==> config.mk <==
export PLATFORM = sky130hd
export DESIGN_NAME = srb_unit
export DESIGN_NICKNAME = d
export VERILOG_FILES = /design/src/rtl/srb_pkg.sv /design/src/rtl/srb_shifter.sv /design/src/rtl/srb_nibble.sv /design/src/rtl/srb_bitop.sv /design/src/rtl/srb_unit.sv
export SDC_FILE = /design/constraint.sdc
export NUM_CORES = 1
export LEC_CHECK = 0
export BUFFER_PORTS_ARGS = -buffer_cell sky130_fd_sc_hd__buf_2
export CAP_MARGIN = 15
export CORE_UTILIZATION = 40
export DETAILED_ROUTE_END_ITERATION = 10
export PLACE_DENSITY = 0.68
export SLEW_MARGIN = 10
export SYNTH_ARGS = -nofsm -noshare
export SYNTH_HDL_FRONTEND = slang
export SYNTH_SLANG_ARGS = --single-unit
==> constraint.sdc <==
create_clock -name vclk -period 5.05
set_clock_uncertainty 0.2 [all_clocks]
set_input_delay 0.7575 -clock vclk [all_inputs]
set_output_delay 0.7575 -clock vclk [all_outputs]
set_load 0.03 [all_outputs]
==> src/rtl/srb_pkg.sv <==
`timescale 1ns/1ps
package srb_pkg;
    localparam int DW  = 8;
    localparam int NW  = DW / 2;
    localparam int BW  = $clog2(DW);
    localparam int OPW = 5;

    typedef enum logic [OPW-1:0] {
        OP_SLA  = 5'd0,
        OP_SRA  = 5'd1,
        OP_SLI  = 5'd2,
        OP_SRL  = 5'd3,
        OP_RLT  = 5'd4,
        OP_RRT  = 5'd5,
        OP_RLC  = 5'd6,
        OP_RRC  = 5'd7,
        OP_ARLT = 5'd8,
        OP_ARRT = 5'd9,
        OP_ARLC = 5'd10,
        OP_ARRC = 5'd11,
        OP_NRL  = 5'd12,
        OP_NRR  = 5'd13,
        OP_BTST = 5'd14,
        OP_BSET = 5'd15,
        OP_BCLR = 5'd16
    } op_e;

    // packed so that bit positions match the arithmetic unit's flag byte
    typedef struct packed {
        logic s;
        logic z;
        logic x5;
        logic h;
        logic x3;
        logic pv;
        logic n;
        logic c;
    } flags_t;

    typedef struct packed {
        logic [DW-1:0] val;
        logic          cy;
    } shres_t;

    function automatic logic even_par(input logic [DW-1:0] v);
        return ~^v;
    endfunction

    function automatic logic is_fast(input op_e o);
        return (o == OP_ARLT) || (o == OP_ARRT) || (o == OP_ARLC) || (o == OP_ARRC);
    endfunction

    function automatic op_e full_form(input op_e o);
        case (o)
            OP_ARLT: return OP_RLT;
            OP_ARRT: return OP_RRT;
            OP_ARLC: return OP_RLC;
            OP_ARRC: return OP_RRC;
            default: return o;
        endcase
    endfunction
endpackage

==> src/rtl/srb_shifter.sv <==
`timescale 1ns/1ps
module srb_shifter
    import srb_pkg::*;
(
    input  op_e           op,
    input  logic [DW-1:0] din,
    input  logic          cin,
    output shres_t        out,
    output logic          hit
);
    op_e base;

    always_comb begin
        base = full_form(op);
        hit  = 1'b1;
        out  = '{val: din, cy: cin};
        case (base)
            OP_SLA: out = '{val: {din[DW-2:0], 1'b0},      cy: din[DW-1]};
            OP_SRA: out = '{val: {din[DW-1], din[DW-1:1]}, cy: din[0]};
            OP_SLI: out = '{val: {din[DW-2:0], 1'b1},      cy: 1'b0};
            OP_SRL: out = '{val: {1'b0, din[DW-1:1]},      cy: din[0]};
            OP_RLT: out = '{val: {din[DW-2:0], cin},       cy: din[DW-1]};
            OP_RRT: out = '{val: {cin, din[DW-1:1]},       cy: din[0]};
            OP_RLC: out = '{val: {din[DW-2:0], din[DW-1]}, cy: din[DW-1]};
            OP_RRC: out = '{val: {din[0], din[DW-1:1]},    cy: din[0]};
            default: hit = 1'b0;
        endcase
    end

    always_comb begin
        if (base == OP_RRC)
            p_rrc_wrap_r5: assert (out.val[DW-1] == out.cy)
                else $error("circular right: top bit differs from carry");
    end
endmodule

==> src/rtl/srb_nibble.sv <==
`timescale 1ns/1ps
module srb_nibble
    import srb_pkg::*;
(
    input  op_e           op,
    input  logic [DW-1:0] acc,
    input  logic [DW-1:0] mem,
    output logic [DW-1:0] acc_n,
    output logic [DW-1:0] mem_n,
    output logic          hit
);
    logic [NW-1:0] a_hi, a_lo, m_hi, m_lo;

    always_comb begin
        {a_hi, a_lo} = acc;
        {m_hi, m_lo} = mem;
        hit   = 1'b1;
        acc_n = acc;
        mem_n = '0;
        case (op)
            OP_NRL: begin
                acc_n = {a_hi, m_hi};
                mem_n = {m_lo, a_lo};
            end
            OP_NRR: begin
                acc_n = {a_hi, m_lo};
                mem_n = {a_lo, m_hi};
            end
            default: hit = 1'b0;
        endcase
    end

    always_comb begin
        if (hit)
            p_nib_high_kept_r8: assert (acc_n[DW-1:NW] == acc[DW-1:NW])
                else $error("nibble rotate changed accumulator high nibble");
    end
endmodule

==> src/rtl/srb_bitop.sv <==
`timescale 1ns/1ps
module srb_bitop
    import srb_pkg::*;
(
    input  op_e           op,
    input  logic [DW-1:0] din,
    input  logic [BW-1:0] sel,
    output logic [DW-1:0] dout,
    output logic          tbit,
    output logic          hit
);
    logic [DW-1:0] mask;

    for (genvar i = 0; i < DW; i++) begin : g_mask
        assign mask[i] = (sel == BW'(i));
    end

    always_comb begin
        tbit = |(din & mask);
        hit  = 1'b1;
        dout = din;
        case (op)
            OP_BSET: dout = din | mask;
            OP_BCLR: dout = din & ~mask;
            default: hit = 1'b0;
        endcase
    end

    always_comb begin
        if (op == OP_BSET)
            p_set_only_one_r11: assert (dout[sel] && ((dout ^ din) & ~mask) == '0)
                else $error("bit set disturbed other bits");
        if (op == OP_BCLR)
            p_clr_only_one_r11: assert (!dout[sel] && ((dout ^ din) & ~mask) == '0)
                else $error("bit clear disturbed other bits");
    end
endmodule

==> src/rtl/srb_unit.sv <==
`timescale 1ns/1ps
module srb_unit
    import srb_pkg::*;
(
    input  logic [4:0] op_i,
    input  logic [7:0] opnd_i,
    input  logic [2:0] bit_sel_i,
    input  logic [7:0] acc_i,
    input  logic [7:0] flags_i,
    output logic [7:0] res_o,
    output logic [7:0] res2_o,
    output logic [7:0] flags_o
);
    op_e           op;
    flags_t        fin, fout;
    logic [DW-1:0] sh_src;
    shres_t        sh;
    logic          sh_hit, nb_hit, bt_hit, tbit;
    logic [DW-1:0] nb_acc, nb_mem, bt_out;

    assign op     = op_e'(op_i);
    assign fin    = flags_t'(flags_i);
    assign sh_src = is_fast(op) ? acc_i : opnd_i;

    srb_shifter u_shift (
        .op  (op),
        .din (sh_src),
        .cin (fin.c),
        .out (sh),
        .hit (sh_hit)
    );

    srb_nibble u_nib (
        .op    (op),
        .acc   (acc_i),
        .mem   (opnd_i),
        .acc_n (nb_acc),
        .mem_n (nb_mem),
        .hit   (nb_hit)
    );

    srb_bitop u_bit (
        .op   (op),
        .din  (opnd_i),
        .sel  (bit_sel_i),
        .dout (bt_out),
        .tbit (tbit),
        .hit  (bt_hit)
    );

    always_comb begin
        fout   = fin;
        res_o  = opnd_i;
        res2_o = '0;
        if (sh_hit) begin
            res_o  = sh.val;
            fout.c = sh.cy;
            fout.h = 1'b0;
            fout.n = 1'b0;
            if (!is_fast(op)) begin
                fout.s  = sh.val[DW-1];
                fout.z  = (sh.val == '0);
                fout.pv = even_par(sh.val);
            end
        end else if (nb_hit) begin
            res_o   = nb_acc;
            res2_o  = nb_mem;
            fout.s  = nb_acc[DW-1];
            fout.z  = (nb_acc == '0);
            fout.pv = even_par(nb_acc);
            fout.h  = 1'b0;
            fout.n  = 1'b0;
        end else if (op == OP_BTST) begin
            fout.z  = ~tbit;
            fout.h  = 1'b1;
            fout.n  = 1'b0;
            fout.s  = 1'b0;
            fout.pv = 1'b0;
        end else if (bt_hit) begin
            res_o = bt_out;
        end
        flags_o = fout;
    end

    always_comb begin
        if (is_fast(op))
            p_fast_keeps_szp_r7: assert (flags_o[7] == flags_i[7] && flags_o[6] == flags_i[6]
                                         && flags_o[2] == flags_i[2])
                else $error("fast rotation altered S/Z/PV");
        if (op == OP_BSET || op == OP_BCLR)
            p_bit_flags_same_r11: assert (flags_o == flags_i)
                else $error("bit set/clear altered flags");
        if (op == OP_NRL || op == OP_NRR)
            p_nib_carry_kept_r9: assert (flags_o[0] == flags_i[0])
                else $error("nibble rotate altered carry");
        if (op == OP_BTST)
            p_btest_z_r10: assert (flags_o[6] != opnd_i[bit_sel_i] && res_o == opnd_i)
                else $error("bit test Z wrong");
        if (op_i <= 5'd7)
            p_shift_hn_clear_r6: assert (!flags_o[4] && !flags_o[1])
                else $error("shift left H or N set");
        p_spare_bits_r12: assert (flags_o[5] == flags_i[5] && flags_o[3] == flags_i[3])
            else $error("spare flag bits changed");
    end
endmodule

==> results.txt, run 1 <==
The flow ran to the end, and the final reports show no timing, DRC or antenna violations. The area of the die came out at 0.00376 mm². The analysis attributes to net switching a power of 117 µW. The average size of a mapped cell is 7.15 µm², and the die boundary width is 61.3 µm. Compared with the post-synthesis result, the final layout area differs by 18.0%. Using the TritonRoute via totals, the vias-per-cell ratio works out to 6.48.

For the initial core utilization, the log shows 0.419. Maximum number of pins on one net before global-route repair: 23. 56 I/O pins were placed. The run gives 0 as the sequential cell count of the final layout.

Once detailed placement completed, the half-perimeter wirelength came to 3650 µm. The cell area after technology mapping is 0.00141 mm². The final layout net count was 275. In the routed design, unresolved DRC markers number 0. Setup repair after global routing left no endpoint under its margin.

The aggregate negative setup slack was 0 ps. The die is 61.3 µm tall. The detail route stage leaves a number of antenna-violating nets equal to 0. Ratio of cells with drive above 1 in the final layout: 0.275. The final worst-path cycle share works out to 0.873. In this design, the largest share of critical-path delay is due to buffers and inverters. The port buffer count was 52; the number of global-route vias before repair was 1490. Final weighted congestion in routability-driven placement: 0.978. The largest individual stage delay along the critical path comes from the cell nor3b_2. The top fanout value on the critical path was 22. Setup violations remaining at the end of the flow were counted as 0.

Power share of the sequential group: 0. STA classifies the critical path startpoint as an input port. The finished layout holds 279 standard cells, fillers aside. Synthesis instantiated 51 different standard cells from the library. The initial antenna violation count is 0, and the via total after detailed routing is 1807. The number of failing hold endpoints at the final stage is 0, and the number of detailed-route iterations in the first pass is 5. The number of buffers and inverters on the critical path is 3.

The switching power as a share of total power came out at 0.604. Post-placement cell count: 279. The worst setup path is captured at an output port. The placement-stage cell area was 0.00166 mm². The tools report the layout clock buffer count as 0. The critical path is of the input port to output port type. STA puts the critical path data required time at 4090 ps. The transition at the pin with the smallest max-transition slack came out at 699 ps. The tools report the share of total power in the clock network as 0.

The tool flagged a number of max-cap violations equal to 0. In this run the power density over the cells is 116 mW/mm². The worst hold path belongs to the class input port to output port. The combinational cell fraction of total power came out at 1.000.

Synthesis handed over a netlist of 197 instances. The relative max-transition margin came out at 0.530. Across the VDD grid, the largest voltage drop is 0.0000780 V. The initialized floorplan defines 21 standard-cell rows.

Post-CTS timing repair inserted 0 buffers for setup. The time the final worst path needs with I/O delays and setup was 4410 ps. Walking the worst path, the cells encountered are buf_2 > nor3b_2 > buf_4 > mux2i_1 > a21o_1 > o221a_2 > ha_1 > xor2_1 > xnor2_1 > o2bb2ai_1 > a21oi_1 > buf_2.

For this run, the slowest stage of the critical path takes 500 ps. The final instance area was 0.00166 mm². The aggregate global-route resource usage was 0.258. For the worst setup path, the data arrival time is 3450 ps. The internal power of the cells totals 76.5 µW. The max-slew violation total from the final report came out at 0. The global-route wire length before repair came out at 7400 µm. The aggregate global routing overflow is 0. The highest clock frequency the design can meet came out at 227 MHz. The tools report the leakage power of the design as 0.737 nW.

By instance count, the cell type seen most on the critical path is buf_2. In the final routed layout, each cell accounts on average for 17.3 µm. 0 antenna diodes ended up in the layout. The logs give 0 for the number of instances resized during post-cts repair and 4830 µm for the final routed wirelength across all metal layers. The violation count after the first detailed-route iteration was 186.

The number of buffers added to fix hold violations after cts was 0. The run gives 0.494 as the core occupancy in the finished layout. The Yosys step of the flow raised 0 warnings. The area of the core is 0.00336 mm², and the number of filler instances in the final layout is 375. The number of nets in the synthesized netlist is 237. Across the whole layout, storage elements account for 0 µm². The portion of the post-synthesis area used by sequential elements was 0.
[cell usage in the layout (no fill, tap or decap), types with 6 or more instances in the layout]
cell type,instances
o21ai_0,9
nor2_1,17
mux2i_1,10
ha_1,8
inv_1,10
buf_2,52
nand2_1,8
a22o_1,9
a221oi_1,8
nand2b_1,6
[path summary, 6_finish.rpt]
check / cells past startpoint / to / startpoint / slack [ps]
worst max-delay path: 12 / flags_o[2] / op_i[4] / 640
worst min-delay path: 0 / flags_o[5] / flags_i[5] / 1320
[synth_stat cells, types with 6 or more instances]
cell type,count,area share
nor2_1,17,0.045
clkbuf_1,11,0.029
inv_1,10,0.027
mux2i_1,10,0.071
a22o_1,9,0.056
o21ai_0,9,0.032
a221oi_1,8,0.050
ha_1,8,0.071
nand2_1,8,0.021
nand2b_1,6,0.027
[power by group through the flow]
stage          clock network, mW  registers, mW  logic [mW]
2_1_floorplan                  0              0       0.140
3_3_place_gp                   0              0       0.191
3_5_place_dp                   0              0       0.191
4_1_cts                        0              0       0.192
5_1_grt                        0              0       0.211
6_report                       0              0       0.193
[layout make-up]
cell class	instances	area, µm²	area share
inverter	10	37.5	0.0226
multi-input combinational	167	1280	0.768
tap	46	57.6	0.0346
timing repair buffer	56	290	0.175
[metal layers]
| layer | part of all wire | global-route usage | up-vias | wire length [µm] |
|---|---|---|---|---|
| met2 | 0.47 | 0.402 | 91 | 2280 |
| li1 | - | - | 858 | - |
| met4 | 0.017 | 0.0649 | 0 | 80 |
| met5 | 0 | 0 | - | 0 |
| met3 | 0.070 | 0.00210 | 8 | 336 |
| met1 | 0.44 | 0.392 | 850 | 2130 |
[metrics by stage]
| stage | power [mW] | setup slack [ps] | hold WS, ps |
|---|---|---|---|
| after floorplan | 0.140 | 967 | 1450 |
| after global placement | 0.191 | 765 | 1320 |
| after detailed placement | 0.191 | 707 | 1320 |
| after CTS | 0.192 | 688 | 1320 |
| after global routing | 0.211 | 452 | 1320 |
| final | 0.193 | 642 | 1320 |
[kinds of logic after synthesis]
group	synth area share
mux	0.138
fa+ha+maj	0.0711
buf+inv	0.0969
compound gates	0.432
xor+xnor	0.0436
simple gates	0.219
Power figures use the tool's default switching activity.
==> inputs of run 2 (changes only) <==
clock period = 4.55 ns   (was 5.05 ns; I/O delays follow)
==> run 2 against run 1 <==
Effect of this change: die area unchanged; non-clock buffer count increased by 2; sequential share of layout area unchanged; design area increased by 0.90%; clock-buffer cell count unchanged; flip-flop and latch count unchanged; combinational power increased by 11%; critical path type unchanged; highest routed layer unchanged.
==> results.txt, run 2 (same netlist as run 1, synthesis figures left out) <==
The run finished with clean final reports. The critical path data required time is 3670 ps (-420 ps), and the post-synthesis to final-layout area growth is 19.1%. The port buffer count came out at 52 (unchanged).

By instance count, the cell type seen most on the critical path is buf_2. The run gives 0 (unchanged) as the initial antenna violation count. Top-level I/O count: 56 (unchanged).

Peak supply drop: 0.0000978 V (+25%). The area taken by flip-flops and latches came out at 0 µm² (unchanged). The number of global-route vias before repair was 1451 (-2.6%). The slowest stage of the critical path belongs to the cell mux2i_1. The detail-routed net length per standard cell is 17.0 µm (-2.0%), and the leakage power of the design is 0.746 nW (+1.2%). The logs give 0 (unchanged) for the number of buffers added to fix hold violations after cts and 3150 ps (-300 ps) for the arrival time of data at the critical path endpoint.

The total DRC errors in the routed layout is 0 (unchanged), and the area of the die is 0.00376 mm² (unchanged). The largest stage delay on the critical path is 350 ps (-150 ps), and the power per standard cell area is 128 mW/mm² (+10%). The area of the core came out at 0.00336 mm² (unchanged).

The aggregate global-route resource usage came out at 0.253 (-0.00469). The die boundary width came out at 61.3 µm (unchanged). For the number of instances resized during post-cts repair, the log shows 0 (unchanged).

The worst setup path is captured at an output port. The number of detailed-route iterations in the first pass was 5 (unchanged). The run gives 277 (+0.73%) as the final layout net count.

The tools report the sequential cell count of the final layout as 0 (unchanged). Placement row count: 21 (unchanged). Leaving out fill and tap cells, the most frequent cells in the layout are 52 x buf_2, 17 x nor2_1, 10 x inv_1, 10 x mux2i_1. The final routed wirelength across all metal layers came out at 4760 µm (-1.3%). The tools report the type of element launching the critical path as an input port. The run gives 0 (unchanged) as the count of buffers added by post-CTS timing repair for setup. The global-route wire length before repair is 7240 µm (-2.2%), and the final worst-path cycle share is 0.886.

The ratio of cells with drive above 1 in the final layout was 0.281 (+0.00617). The die height is 61.3 µm (unchanged), and the final instance area is 0.00168 mm² (+0.90%). Based on the critical path, the design can be clocked at up to 248 MHz.

The number of inserted diodes is 0 (unchanged), and the max-slew violation total from the final report is 0 (unchanged). The via total after detailed routing was 1800 (-0.39%). Remaining antenna violation count: 0 (unchanged). The placed wire-length estimate was 3690 µm (+1.0%); the number of failing hold endpoints at the final stage was 0 (unchanged).

For the total chip power, the log shows 215 µW (+11%). The total of endpoints with negative setup slack in the final report is 0 (unchanged). The tools report the initial core utilization as 0.419 (unchanged). The aggregate global routing overflow came out at 0 (unchanged). The minimum hold slack is 1170 ps (-150 ps). The logs give 0.624 (+0.0933) for the relative max-transition margin and 0 (unchanged) for the max-cap check violation count. The average via count per standard cell was 6.41 (-1.1%). Leaving out fill and tap cells, the most frequent cell in the layout is buf_2. The violation count after the first detailed-route iteration came out at 146 (-22%). The smallest clock period supported by the final layout is computed as 4030 ps.

By startpoint and endpoint, the worst setup path is classified as input port to output port. The run gives 0.951 (-2.7%) as the final weighted congestion in routability-driven placement. The worst hold path belongs to the class input port to output port. Setup repair after global routing left no endpoint under its margin. Walking the worst path, the cells encountered are buf_2 > nor3b_2 > buf_4 > mux2i_1 > a21o_1 > o221a_2 > ha_1 > xor2_1 > xnor2_1 > o2bb2ai_1 > a21oi_1 > buf_2. The run gives 0.00168 mm² (+0.90%) as the placement-stage cell area. The transition at the pin with the smallest max-transition slack was 559 ps (-140 ps); the aggregate negative setup slack was 0 ps (unchanged). The layout clock buffer count is 0 (unchanged), and the top fanout value on the critical path is 21 (-4.5%). The maximum number of pins on one net before global-route repair came out at 22 (-4.3%).
run 2: cell types whose count changed in the layout (fill, tap and decap cells not counted):
cell,change
buf_4,+2
run 2: worst paths after layout:
kind | depth (start not counted) | to | start | slack (ps)
max | 12 | flags_o[2] | op_i[3] | 520
min | 0 | flags_o[5] | flags_i[5] | 1170
run 2: area by class of cell:
type               instances  area (µm²)
fillers                  391        1690
inverters                 10        37.5
multi-input cells        167        1280
well taps                 46        57.6
repair buffers            58         305
run 2: power breakdown:
part,switching (mW),total [mW],internal (mW)
Combinational,0.129,0.215,0.0856
Sequential,0,0,0
Clock,0,0,0
Total,0.129,0.215,0.0856
run 2: through the flow:
| stage | util | setup slack (ps) | instances |
|---|---|---|---|
| after floorplan | - | 617 | 197 |
| after global placement | 0.499 | 585 | 281 |
| after detailed placement | 0.499 | 563 | 281 |
| after CTS | 0.499 | 551 | 281 |
| after global routing | 0.499 | 341 | 281 |
| final | 0.499 | 520 | 281 |
run 2: metal layers:
| metal | global-route usage | routed length (µm) |
|---|---|---|
| met2 | 0.415 | 2230 |
| met5 | 0 | 0 |
| met1 | 0.379 | 2190 |
| met4 | 0.0325 | 43 |
| met3 | 0.00630 | 304 |
run 2: worst max-delay path: cells and delay by family:
kind	cells	cell delay (ps)
adder cells (fa/ha/maj)	1	230
buffers and inverters	3	720
multiplexers	1	350
AO/OA/AOI/OAI	4	620
AND/OR/NAND/NOR	1	220
XOR/XNOR	2	300
